**src/rtl/srx_pkg.sv**
```systemverilog
package srx_pkg;
  localparam int MAX_BITS = 8;
  localparam int BIT_IDX_W = $clog2(MAX_BITS);

  typedef enum logic [2:0] {
    ST_IDLE,
    ST_START,
    ST_DATA,
    ST_PAR,
    ST_STOP
  } rx_state_e;

  typedef struct packed {
    logic [1:0] len;
    logic       par_en;
    logic       par_odd;
    logic       stop2;
  } rx_cfg_t;
endpackage

```
**src/rtl/srx_sync.sv**
```systemverilog
module srx_sync #(
  parameter int STAGES = 2,
  parameter bit RST_VAL = 1'b1
) (
  input  logic clk_i,
  input  logic rst_ni,
  input  logic d_i,
  output logic q_o
);
  logic [STAGES-1:0] chain_q;

  always_ff @(posedge clk_i or negedge rst_ni) begin
    if (!rst_ni) chain_q <= {STAGES{RST_VAL}};
    else         chain_q <= {chain_q[STAGES-2:0], d_i};
  end

  assign q_o = chain_q[STAGES-1];
endmodule

```
**src/rtl/srx_baud.sv**
```systemverilog
module srx_baud #(
  parameter int CLK_DIV = 4
) (
  input  logic clk_i,
  input  logic rst_ni,
  input  logic clr_i,
  output logic tick_o
);
  generate
    if (CLK_DIV <= 1) begin : g_pass
      assign tick_o = 1'b1;
    end else begin : g_div
      localparam int CW = $clog2(CLK_DIV);
      localparam logic [CW-1:0] LAST = CW'(CLK_DIV - 1);
      logic [CW-1:0] cnt_q;

      always_ff @(posedge clk_i or negedge rst_ni) begin
        if (!rst_ni)            cnt_q <= '0;
        else if (clr_i)         cnt_q <= '0;
        else if (cnt_q == LAST) cnt_q <= '0;
        else                    cnt_q <= cnt_q + 1'b1;
      end

      assign tick_o = !clr_i && (cnt_q == LAST);
    end
  endgenerate
endmodule

```
**src/rtl/srx_core.sv**
```systemverilog
module srx_core
  import srx_pkg::*;
#(
  parameter int OVS = 16
) (
  input  logic                clk_i,
  input  logic                rst_ni,
  input  logic                tick_i,
  input  logic                rx_i,
  input  logic                fall_i,
  input  rx_cfg_t             cfg_i,
  output logic                clr_o,
  output logic [MAX_BITS-1:0] data_o,
  output logic                valid_o,
  output logic                par_err_o,
  output logic                frame_err_o
);
  localparam int OW = $clog2(OVS);
  localparam logic [OW-1:0] OVS_MID  = OW'(OVS / 2 - 1);
  localparam logic [OW-1:0] OVS_LAST = OW'(OVS - 1);

  rx_state_e             state_q;
  rx_cfg_t               cfg_q;
  logic [OW-1:0]         ovs_q;
  logic [BIT_IDX_W-1:0]  bit_q;
  logic [MAX_BITS-1:0]   shf_q;
  logic                  par_acc_q;
  logic                  stop_idx_q;
  logic                  ferr_acc_q;

  logic                  at_mid, at_sample, ferr_now;
  logic [BIT_IDX_W-1:0]  last_idx;

  assign clr_o     = fall_i && (state_q == ST_IDLE);
  assign at_mid    = tick_i && (ovs_q == OVS_MID);
  assign at_sample = tick_i && (ovs_q == OVS_LAST);
  assign last_idx  = {1'b1, cfg_q.len};
  assign ferr_now  = ferr_acc_q | ~rx_i;

  always_ff @(posedge clk_i or negedge rst_ni) begin
    if (!rst_ni) begin
      state_q     <= ST_IDLE;
      cfg_q       <= '0;
      ovs_q       <= '0;
      bit_q       <= '0;
      shf_q       <= '0;
      par_acc_q   <= 1'b0;
      stop_idx_q  <= 1'b0;
      ferr_acc_q  <= 1'b0;
      data_o      <= '0;
      valid_o     <= 1'b0;
      par_err_o   <= 1'b0;
      frame_err_o <= 1'b0;
    end else begin
      valid_o <= 1'b0;
      if (tick_i && state_q != ST_IDLE) ovs_q <= ovs_q + 1'b1;
      unique case (state_q)
        ST_IDLE: begin
          if (fall_i) begin
            state_q <= ST_START;
            cfg_q   <= cfg_i;
            ovs_q   <= '0;
          end
        end
        ST_START: begin
          if (at_mid) begin
            ovs_q <= '0;
            if (rx_i) begin
              state_q <= ST_IDLE;   // glitch
            end else begin
              state_q   <= ST_DATA;
              bit_q     <= '0;
              shf_q     <= '0;
              par_acc_q <= 1'b0;
            end
          end
        end
        ST_DATA: begin
          if (at_sample) begin
            ovs_q        <= '0;
            shf_q[bit_q] <= rx_i;
            par_acc_q    <= par_acc_q ^ rx_i;
            if (bit_q == last_idx) begin
              state_q    <= cfg_q.par_en ? ST_PAR : ST_STOP;
              stop_idx_q <= 1'b0;
              ferr_acc_q <= 1'b0;
            end else begin
              bit_q <= bit_q + 1'b1;
            end
          end
        end
        ST_PAR: begin
          if (at_sample) begin
            ovs_q     <= '0;
            par_acc_q <= par_acc_q ^ rx_i;
            state_q   <= ST_STOP;
          end
        end
        ST_STOP: begin
          if (at_sample) begin
            ovs_q <= '0;
            if (cfg_q.stop2 && !stop_idx_q) begin
              stop_idx_q <= 1'b1;
              ferr_acc_q <= ferr_now;
            end else begin
              state_q     <= ST_IDLE;
              valid_o     <= 1'b1;
              data_o      <= shf_q;
              frame_err_o <= ferr_now;
              par_err_o   <= cfg_q.par_en & (par_acc_q ^ cfg_q.par_odd);
            end
          end
        end
        default: state_q <= ST_IDLE;
      endcase
    end
  end
endmodule

```
**src/rtl/serial_char_rx.sv**
```systemverilog
module serial_char_rx
  import srx_pkg::*;
#(
  parameter int CLK_DIV = 4,
  parameter int OVS     = 16
) (
  input  logic       clk_i,
  input  logic       rst_ni,
  input  logic       rx_i,
  input  logic [1:0] data_len_i,
  input  logic       par_en_i,
  input  logic       par_odd_i,
  input  logic       stop2_i,
  output logic [7:0] data_o,
  output logic       valid_o,
  output logic       par_err_o,
  output logic       frame_err_o
);
  logic    rx_s, rx_prev_q, fall, baud_tick, baud_clr;
  rx_cfg_t cfg;

  srx_sync #(.STAGES(2), .RST_VAL(1'b1)) u_sync (
    .clk_i (clk_i),
    .rst_ni(rst_ni),
    .d_i   (rx_i),
    .q_o   (rx_s)
  );

  always_ff @(posedge clk_i or negedge rst_ni) begin
    if (!rst_ni) rx_prev_q <= 1'b1;
    else         rx_prev_q <= rx_s;
  end

  assign fall = rx_prev_q & ~rx_s;
  assign cfg  = '{len: data_len_i, par_en: par_en_i, par_odd: par_odd_i, stop2: stop2_i};

  srx_baud #(.CLK_DIV(CLK_DIV)) u_baud (
    .clk_i (clk_i),
    .rst_ni(rst_ni),
    .clr_i (baud_clr),
    .tick_o(baud_tick)
  );

  srx_core #(.OVS(OVS)) u_core (
    .clk_i      (clk_i),
    .rst_ni     (rst_ni),
    .tick_i     (baud_tick),
    .rx_i       (rx_s),
    .fall_i     (fall),
    .cfg_i      (cfg),
    .clr_o      (baud_clr),
    .data_o     (data_o),
    .valid_o    (valid_o),
    .par_err_o  (par_err_o),
    .frame_err_o(frame_err_o)
  );
endmodule

```
**config.mk**
```make
export PLATFORM = sky130hd
export DESIGN_NAME = serial_char_rx
export DESIGN_NICKNAME = d
export VERILOG_FILES = /design/src/rtl/srx_pkg.sv /design/src/rtl/srx_sync.sv /design/src/rtl/srx_baud.sv /design/src/rtl/srx_core.sv /design/src/rtl/serial_char_rx.sv
export SDC_FILE = /design/constraint.sdc
export NUM_CORES = 1
export LEC_CHECK = 0
export ABC_CLOCK_PERIOD_IN_PS = 2700
export BUFFER_PORTS_ARGS = -buffer_cell sky130_fd_sc_hd__buf_4
export CAP_MARGIN = 20
export CORE_ASPECT_RATIO = 2
export CORE_MARGIN = 5
export CORE_UTILIZATION = 40
export DETAILED_ROUTE_END_ITERATION = 12
export PLACE_DENSITY = 0.68
export SLEW_MARGIN = 20
export SYNTH_ARGS = -nofsm -noshare
export SYNTH_HDL_FRONTEND = slang
export SYNTH_SLANG_ARGS = --single-unit
```
**constraint.sdc**
```tcl
create_clock -name clk_i -period 2.7 [get_ports clk_i]
set_clock_uncertainty 0.2 [all_clocks]
set_input_delay 0.54 -clock clk_i [delete_from_list [all_inputs] [get_ports clk_i]]
set_output_delay 0.54 -clock clk_i [all_outputs]
set_load 0.01 [all_outputs]
```
* After elaboration in Yosys (flattened, before gate mapping)
Index checks and enable logic that the tools add are counted.
** Operators by class
- Add/sub/neg operators :: 3
- Order comparisons :: 2
- Equality and inequality tests :: 19
- Multiplexer cells :: 44
- Bitwise operators :: 7
- Reductions and logical operators :: 23
** Operators with widths (number)
- 3-bit two-way mux :: 12
- 8-bit two-way mux :: 3
- 4-bit two-way mux :: 4
- 2-bit by 1-bit inequality test with 1-bit output, second input constant :: 8
- 8-bit one-hot mux with 2 select lines :: 1
- 3-bit one-hot mux with 5 select lines :: 1
- 1-bit two-way mux :: 13
- 4-bit one-hot mux with 3 select lines :: 1
- 5-bit AND reduction :: 2
- 8-bit bitwise mux :: 1
- 4-bit AND reduction :: 2
- 1-bit logical AND :: 7
- 7-bit AND reduction :: 1
- 3-bit by 2-bit == test with 1-bit output, second input constant :: 2
- 2-bit two-way mux :: 3
- 2-bit inequality test, second input constant :: 3
- 1-bit one-hot mux with 2 select lines :: 3
- 3-bit one-hot mux with 2 select lines :: 1
- 2-bit nonzero test :: 3
- 4-bit by 1-bit adder with 4-bit output, second input constant :: 1
- 4-bit by 3-bit == test with 1-bit output, second input constant :: 1
- 4-bit == test, second input constant :: 1
- 3-bit by 4-bit less-than comparator with 1-bit output, second input constant :: 1
- 3-bit by 1-bit adder with 3-bit output, second input constant :: 1
- 18 further kinds :: 22
** Storage, ports and cells
- Bits in registers :: 42
- Output and inout bits :: 11

* Depth between registers and ports, before layout
Gate-level depths: netlist of the first run.
- Depth after elaboration :: 9
- Mapped depth :: 6
- Mapped depth without buffers :: 5

* Hierarchy
A second synthesis of the first run with hierarchy kept.
** Second synthesis, totals
- Cells, all modules :: 205
- Area total of the unflattened synthesis :: 2182.1 µm²
** Modules (own cells, without submodules)
- srx_core :: instances 1, cells each 195, area an instance 2010.7 µm², sequential area each 925.9 µm²
- srx_baud :: instances 1, cells each 6, area an instance 78.8 µm², sequential area each 50.0 µm²
- srx_sync :: instances 1, cells each 2, area an instance 52.6 µm², sequential area each 52.6 µm²
- serial_char_rx :: instances 1, cells each 2, area an instance 40.0 µm², sequential area each 26.3 µm²

* Worst setup path before layout of the first run
No wires, ideal clock.
- Path kind :: register -> register
- Start :: register u_core.ovs_q[0]
- End :: register u_core.shf_q[3]
- Setup time :: 0.122 ns
- Arrival time :: 1.676 ns
- Path slack :: 0.702 ns
- Cell stages (with the launch flop) :: 7
- Period minus slack after synthesis :: 1.998 ns
- Cell sequence :: dfrtp_1 > ha_1 > and4b_1 > buf_2 > and3_1 > and4bb_2 > a32o_1
** On the way
- Cells in the longest elaborated chain, start to end :: 4
- Elaborated cells on any way between the ends :: 7
** RTL lines
- start: declaration :: line srx_core.sv:24 : logic [OW-1:0] ovs_q;
- start signal: assignment :: line srx_core.sv:56 : if (tick_i && state_q != ST_IDLE) ovs_q <= ovs_q + 1'b1;
- 4-bit by 3-bit == test with 1-bit output / 4-bit == test (equally long branches) :: line srx_core.sv:35, srx_core.sv:36
- 1-bit logical AND (on tied branches) :: line srx_core.sv:35, srx_core.sv:36
- 2-bit by 1-bit inequality test with 1-bit output (no line)
- 4-bit AND reduction (no line) *
- end signal: indexed assignment :: line srx_core.sv:81 : shf_q[bit_q] <= rx_i;
- end: declaration :: line srx_core.sv:26 : logic [MAX_BITS-1:0] shf_q;
Every way passes the cells marked *; elsewhere a longest branch is shown, timed or not.
A chain may end at the register's enable or synchronous reset.

* Worst setup path after layout of the first run
- Start :: register u_core.state_q[2]
- End :: register u_core.data_o[0]
** On the way
- Cells in the longest elaborated chain, start to end :: 6
- Elaborated cells on any way between the ends :: 7
** RTL lines
- start: declaration :: line srx_core.sv:22 : rx_state_e state_q;
- start signal: assignment :: line srx_core.sv:84 : state_q <= cfg_q.par_en ? ST_PAR : ST_STOP;
- 3-bit logical NOT :: line srx_core.sv:34 : assign clr_o = fall_i && (state_q == ST_IDLE);
- 1-bit logical AND :: line srx_core.sv:34
- 1-bit logical NOT :: line srx_baud.sv:24 : assign tick_o = !clr_i && (cnt_q == LAST);
- 1-bit logical AND :: line srx_baud.sv:24
- 1-bit logical AND :: line srx_core.sv:36 : assign at_sample = tick_i && (ovs_q == OVS_LAST);
- 3-bit AND reduction (no line) *
- end signal: assignment :: line srx_core.sv:108 : data_o <= shf_q;
- end: declaration :: line srx_core.sv:13 : output logic [MAX_BITS-1:0] data_o,
Marked as above.

==> summary.md, run 1 <==
| Metric | Value |
|---|---|
| Routed vias/inst | `5.76` |
| Unrepaired setup endpoints after global routing | `no` |
| Initial DRT Pass Iterations | `4` |
| Largest stage delay, worst path | `0.55 ns` |
| Nets | `220` |
| TNS Setup | `0 ns` |
| Worst-Skew Late Latency | `0.30 ns` |
| Post-Syn Nets | `202` |
| DR iter-0 viols | `49` |
| Max Cap Viol | `0` |
| Seq/Total Area, Yosys | `49.8%` |
| # Post-CTS Setup Buffers | `0` |
| Slowest CP cell | `dfrtp_1` |
| Post-Route WL | `4530 µm` |
| IO Pins | `19` |
| # DRC | `0` |
| Largest net degree at the start of global routing | `43` |
| Buf/Inv on CP | `0` |
| Seq. cell area | `1050 µm²` |
| Synth unique cells | `57` |
| Critical Path AT | `2.28 ns` |
| Area of the die | `6940 µm²` |
| Syn Area/Cell | `11.1 µm²` |
| Worst-path maximum fanout | `13` |
| Post-CTS Resized | `0` |
| Vias in the first global route | `1,616` |
| Antenna viol nets, final | `0` |
| Area Overhead vs Synth | `12.6%` |
| Worst min path class | `primary input to async pin` |
| CP delay by family, top | `simple AND/OR/NAND/NOR gates` |
| Layout fillers | `479` |
| Total CTS buffers | `5` |
| Cell count after synthesis | `191` |
| WS Path Type | `flip-flop to flip-flop` |
| Per-cell routed wire length | `16.9 µm` |
| CTS Hold Bufs | `0` |
| Mapped Area | `2120 µm²` |
| Total core area | `5140 µm²` |
| Die height | `113 µm` |
| Yosys Warn Count | `0` |
| Final setup fails | `0` |
| Starting Density | `41.2%` |
| CTS tree | `built` |
| Post-route setup slack | `0.413 ns` |
| Most frequent cells in the layout | `dfrtp_1, buf_4, o21ai_0, nand2_1, mux2_2` |
| Rel. slew slack | `57.7%` |
| Max-slew violation count | `0` |
| CTS sink count | `42` |
| Ant diodes | `0` |
| Part of the cycle the worst path needs | `84.7%` |
| IO Port Bufs | `18` |
| GPL Wtd Cong | `0.796` |
| Grt ovf | `0` |
| Pre-CTS setup slack | `0.430 ns` |
| Crit path cell chain | `or3b_4 -> nor3b_4 -> mux2_2` |
| Ys async rst share | `100%` |
| VDD IR-drop max | `0.419 mV` |
| Rows | `37` |
| Number of flops mapped to enable cells by yosys | `0` |
| Crit start category | `flip-flop` |
| Final min period | `2.29 ns` |
| Post-route cell area | `2390 µm²` |
| Final Hold Viols | `0` |
| Clock root buffer | `clkbuf_8` |
| Worst slew pin tran | `0.625 ns` |
| Pleak | `1.09 nW` |
| DP Wirelength | `3380 µm` |
| Clock transition at path regs | `0.09 ns` |
| Tot GR Track Use | `14.5%` |
| Total number of vias | `1,545` |
| Count of state elements after synthesis | `42` |
| Top FF cell, synth | `dfrtp_1` |
| Layout cell share with drive strength beyond 1 | `23.3%` |
| WHS | `0.0147 ns` |
| Total Power | `1.57 mW` |
| Power Density | `660 nW/µm²` |
| Area after DPL | `2290 µm²` |
| Width of the die | `61.5 µm` |
| Critical path startpoint | `u_core.state_q[2]` |
| Initial antenna violation count | `0` |
| Outcome | `finished clean` |
| First-pass GRT wire length | `7580 µm` |
| CTS max path bufs | `2` |
| Critical Path RT | `2.69 ns` |
| R2r startpoint | `u_core.state_q[2]` |
| Multi-input logic area | `985 µm²` |
| Worst Setup End Kind | `flip-flop` |
| Fmax | `437 MHz` |
| CTS H-tree lvls | `2` |
| Commonest non-fill, non-tap cell in the layout | `dfrtp_1` |
kinds of logic (layout without fill, tap and decap cells):
| kind of cell | Yosys count | in the layout | synth area share [%] |
|---|---|---|---|
| flip-flops | 42 | 42 | 49.8 |
| AND/OR/NAND/NOR | 64 | 64 | 19.8 |
| adder cells (fa/ha/maj) | 3 | 3 | 1.77 |
| multiplexers | 17 | 17 | 8.91 |
| AO/OA/AOI/OAI | 47 | 47 | 14.8 |
| XOR/XNOR | 3 | 3 | 1.24 |
| buffers and inverters | 15 | 34 | 3.78 |
synthesized netlist by cell type (2+ instances only):
cell type,count,area [µm²]
nand3b_1,2,15.0
a21oi_1,5,25.0
nor2b_1,6,37.5
nand2_1,10,37.5
a21o_1,3,22.5
nor3b_1,2,15.0
nor4b_1,2,17.5
ha_1,3,37.5
mux2_1,5,56.3
buf_6,2,22.5
clkbuf_1,6,22.5
nand3_1,3,15.0
buf_4,2,15.0
dfrtp_1,39,976
inv_1,4,15.0
nor2_1,7,26.3
nor3_1,6,30.0
mux2i_1,2,20.0
nor4_1,2,12.5
nand4_1,2,12.5
o21a_1,3,22.5
a22o_1,4,35.0
xnor2_1,2,17.5
and3_1,2,12.5
mux2_2,10,113
nand2b_1,6,37.5
a31oi_1,4,25.0
a211oi_1,2,15.0
o21ai_0,15,75.1
dfstp_2,3,78.8
state kept, by name, summed over array words and instances (netlist names), 2 cells and up:
signal / count
u_baud.g_div.cnt_q: 2
u_core.ovs_q: 4
u_core.data_o: 8
u_core.shf_q: 8
u_core.state_q: 3
u_core.bit_q: 3
u_core.cfg_q: 5
u_sync.chain_q: 2
worst register-to-register path: cells and delay by family (launching register included):
family        cells  cell delay [ns]
mux               1             0.40
simple gates      2             1.02
flops             1             0.55
path summary, 6_finish.rpt:
path | end | slack, ns | cells past startpoint
max | u_core.data_o[0] | 0.41 | 3
min | u_core.state_q[2] | 0.01 | 1
max reg2reg | u_core.data_o[0] | 0.41 | 3
min reg2reg | u_sync.chain_q[1] | 0.16 | 0
max in group asynchronous | rx_prev_q | 1.91 | 1
min in group clk_i | u_sync.chain_q[0] | 0.15 | 1
metal layers:
layer / vias to the layer above / GRT usage [%] / part of all wire [%]
met4: 0 / 7.51 / 4.1
met1: 764 / 15.1 / 36
met3: 13 / 2.97 / 3.0
met2: 29 / 25.7 / 57
met5: - / 0 / 0
li1: 739 / - / -
area by class of cell:
cell class / count / area share [%]
multi-input combinational: 134 / 41.3
timing repair buffer: 22 / 6.92
clock buffer: 5 / 2.88
tap: 58 / 3.04
sequential: 42 / 44.2
clock inverter: 3 / 1.05
inverter: 4 / 0.629
through the flow:
| step | cells | util, % |
|---|---|---|
| final | 268 | 46.4 |
| after floorplan | 191 | - |
| after detailed placement | 260 | 44.6 |
| after CTS | 268 | 46.4 |
| after global routing | 268 | 46.4 |
| after global placement | 260 | 44.6 |
where the power goes:
| group | switching, mW | internal, mW |
|---|---|---|
| combinational | 0.167 | 0.170 |
| sequential | 0.103 | 0.713 |
| clock | 0.235 | 0.187 |
| total | 0.505 | 1.07 |
(Power assumes the default switching activity.)
==> run 2: changes to the inputs <==
--- a/config.mk
+++ b/config.mk
@@ -5,7 +5,8 @@
 export SDC_FILE = /design/constraint.sdc
 export NUM_CORES = 1
 export LEC_CHECK = 0
-export ABC_CLOCK_PERIOD_IN_PS = 2700
+export ABC_AREA = 1
+export ABC_CLOCK_PERIOD_IN_PS = 2300
 export BUFFER_PORTS_ARGS = -buffer_cell sky130_fd_sc_hd__buf_4
 export CAP_MARGIN = 20
 export CORE_ASPECT_RATIO = 2
==> constraint.sdc (replaced) <==
create_clock -name clk_i -period 2.3 [get_ports clk_i]
set_clock_uncertainty 0.2 [all_clocks]
set_input_delay 0.46 -clock clk_i [delete_from_list [all_inputs] [get_ports clk_i]]
set_output_delay 0.46 -clock clk_i [all_outputs]
set_load 0.01 [all_outputs]
==> run 2 against run 1 <==
Cell count up 34%; clock power up 38%; worst hold slack better by 0.046 ns; global-route usage down 0.80 points; final area up 4.8%; critical path depth up 6; total power up 53%; critical endpoint is now u_core.frame_err_o; non-clock buffer count down 3; register-to-register slack worse by 0.14 ns; clock-buffer cell count unchanged.
==> summary.md, run 2 <==
| Metric | Value |
|---|---|
| Fmax | `492 MHz (+13%)` |
| Ys async rst share | `100% (unchanged)` |
| Nets | `308 (+40%)` |
| Top FF cell, synth | `dfrtp_1` |
| DP Wirelength | `3380 µm (+0.13%)` |
| Critical Path RT | `2.35 ns (-0.34 ns)` |
| VDD IR-drop max | `0.951 mV (+130%)` |
| Post-Route WL | `4500 µm (-0.82%)` |
| Worst-path maximum fanout | `12 (-1)` |
| CTS H-tree lvls | `2 (unchanged)` |
| Largest net degree at the start of global routing | `43 (unchanged)` |
| CTS tree | `built` |
| Worst slew pin tran | `0.543 ns (-0.0825 ns)` |
| Unrepaired setup endpoints after global routing | `no` |
| Final min period | `2.03 ns (-0.257 ns)` |
| CTS Hold Bufs | `1 (+1)` |
| Post-synth top cells | `nand2_1, dfrtp_1, nand3_1` |
| R2r startpoint | `u_core.ovs_q[0]` |
| Worst Setup End Kind | `flip-flop` |
| Number of flops mapped to enable cells by yosys | `0 (unchanged)` |
| Outcome | `finished clean` |
| Seq/Total Area, Yosys | `47.6% (-2.2 points)` |
| WS Path Type | `flip-flop to flip-flop` |
| Largest regs | `u_core.data_o (8), u_core.shf_q (8), u_core.cfg_q (5)` |
| Initial antenna violation count | `0 (unchanged)` |
| Total core area | `5420 µm² (+5.5%)` |
| Area of the die | `7220 µm² (+4.0%)` |
| IO Pins | `19 (unchanged)` |
| Finished Core Util | `46.1% (-0.31 points)` |
| Layout cell share with drive strength beyond 1 | `19.5% (-3.9 points)` |
| Critical Path AT | `2.08 ns (-0.20 ns)` |
| Pleak | `1.28 nW (+17%)` |
| Area Overhead vs Synth | `12.8%` |
| # DRC | `0 (unchanged)` |
| Synth unique cells | `33 (-42%)` |
| Tot GR Track Use | `13.7% (-0.80 points)` |
| Worst min path class | `primary input to flip-flop` |
| Antenna viol nets, final | `0 (unchanged)` |
| Most frequent cells in the layout | `nand2_1, dfrtp_1, nand3_1, inv_1, buf_4` |
| Grt ovf | `0 (unchanged)` |
| Commonest non-fill, non-tap cell in the layout | `nand2_1` |
| Final setup fails | `0 (unchanged)` |
| Post-CTS Resized | `0 (unchanged)` |
| Vias in the first global route | `1,735 (+7.4%)` |
| Width of the die | `62.6 µm (+1.9%)` |
| Critical path startpoint | `u_core.ovs_q[0]` |
| Worst-Skew Late Latency | `0.31 ns (about the same)` |
| Worst Min Path Start | `rx_i` |
| Synth top area cells | `dfrtp_1, nand2_1, nand3_1` |
| Per-cell routed wire length | `12.6 µm (-26%)` |
| Total CTS buffers | `5 (unchanged)` |
| Starting Density | `40.9% (-0.34 points)` |
| Clock root buffer | `clkbuf_8` |
| Area leader, netlist | `dfrtp_1` |
| TNS Setup | `0 ns (unchanged)` |
| Yosys top cell area share | `44.0% (-2.0 points)` |
| Count of state elements after synthesis | `42 (unchanged)` |
| Crit start category | `flip-flop` |
| Layout fillers | `587 (+23%)` |
| Post-Syn Nets | `289 (+43%)` |
| IO Port Bufs | `18 (unchanged)` |
| First-pass GRT wire length | `7820 µm (+3.2%)` |
| GPL Wtd Cong | `0.847 (+6.4%)` |
| DR iter-0 viols | `55 (+12%)` |
| CTS sink count | `42 (unchanged)` |
| R2r setup slk | `0.27 ns (-0.14 ns)` |
| Syn Area/Cell | `7.98 µm² (-28%)` |
| Rel. slew slack | `63.8% (+6.1 points)` |
| Clock transition at path regs | `0.08 ns (about the same)` |
| # Post-CTS Setup Buffers | `0 (unchanged)` |
| CTS max path bufs | `2 (unchanged)` |
| Initial DRT Pass Iterations | `4 (unchanged)` |
| Yosys Warn Count | `0 (unchanged)` |
| Mapped Area | `2220 µm² (+4.6%)` |
| Power Density | `965 nW/µm² (+46%)` |
| Routed vias/inst | `4.97 (-14%)` |
| Final Hold Viols | `0 (unchanged)` |
| Cell count after synthesis | `278 (+46%)` |
| Total number of vias | `1,781 (+15%)` |
| Rows | `38 (+2.7%)` |
| Ant diodes | `0 (unchanged)` |
| Most frequent cell after synthesis | `nand2_1` |
| Part of the cycle the worst path needs | `88.3% (+3.6 points)` |
| Max Cap Viol | `0 (unchanged)` |
| Max-slew violation count | `0 (unchanged)` |
| Die height | `115 µm (+2.1%)` |
-- run 2: changes by cell type after synthesis, moves of 4 or more --
cell	delta
nand3_1	+23
nor2_1	+8
clkbuf_1	-5
mux2_2	-10
inv_1	+18
a22o_1	-4
nand2_2	+4
or2_2	+6
nand2_1	+87
mux2_1	-5
inv_2	+5
a31oi_1	-4
nor2b_1	-6
nand2b_1	-6
-- run 2: final cells by class --
cell class                      count  area (µm²)  share of cell area, %
Tap cell                           60        75.1                   3.00
Sequential cell                    42        1050                   42.2
Clock inverter                      3        40.0                   1.60
Multi-Input combinational cell    202        1010                   40.6
Inverter                           27         101                   4.05
Clock buffer                        5        68.8                   2.75
Timing Repair Buffer               19         145                   5.81
-- run 2: logic make-up after synthesis --
logic type | count (synthesis) | synth area share [%]
multiplexers | 1 | 0.451
XOR/XNOR | 5 | 1.98
AO/OA/AOI/OAI | 24 | 7.05
buffers and inverters | 34 | 6.66
flip-flops | 42 | 47.6
adder cells (fa/ha/maj) | 3 | 1.69
AND/OR/NAND/NOR | 169 | 34.6
-- run 2: path summary, 6_finish.rpt --
path | endpoint | cells past startpoint
max | u_core.frame_err_o | 9
min | u_sync.chain_q[0] | 1
max reg2reg | u_core.frame_err_o | 9
min reg2reg | u_sync.chain_q[1] | 0
max in group asynchronous | u_sync.chain_q[0] | 2
min in group asynchronous | u_core.bit_q[2] | 2
-- run 2: layer usage --
| layer | global-route usage (%) | share of wire (%) |
|---|---|---|
| met5 | 0 | 0 |
| met2 | 26.3 | 54 |
| met1 | 12.7 | 38 |
| met3 | 3.32 | 3.8 |
| met4 | 7.93 | 3.4 |
-- run 2: power breakdown --
| group | switching, mW | total (mW) | internal, mW |
|---|---|---|---|
| Clock | 0.263 | 0.582 | 0.319 |
| Combinational | 0.555 | 0.844 | 0.288 |
| Sequential | 0.111 | 0.986 | 0.875 |
| Total | 0.929 | 2.41 | 1.48 |
-- run 2: worst max-delay path, stage by stage, from the launching register on --
cell     delay, ns
dfrtp_1       0.40
ha_1          0.18
nand2_1       0.07
nor2_1        0.21
inv_1         0.08
nor2_1        0.17
nand2_1       0.29
inv_2         0.25
nand2_1       0.08
nand2_1       0.06
-- run 2: per-stage QoR --
step,cells,area [µm²],setup slack (ns),power [mW],hold WS [ns]
3_5_place_dp,349,2380,0.262,1.85,0.148
6_report,358,2500,0.269,2.41,0.0605
4_1_cts,358,2500,0.242,2.44,0.0540
3_3_place_gp,349,2380,0.345,1.83,0.146
5_1_grt,358,2500,0.0241,2.60,0.0535
2_1_floorplan,278,2220,0.571,1.67,-0.0356
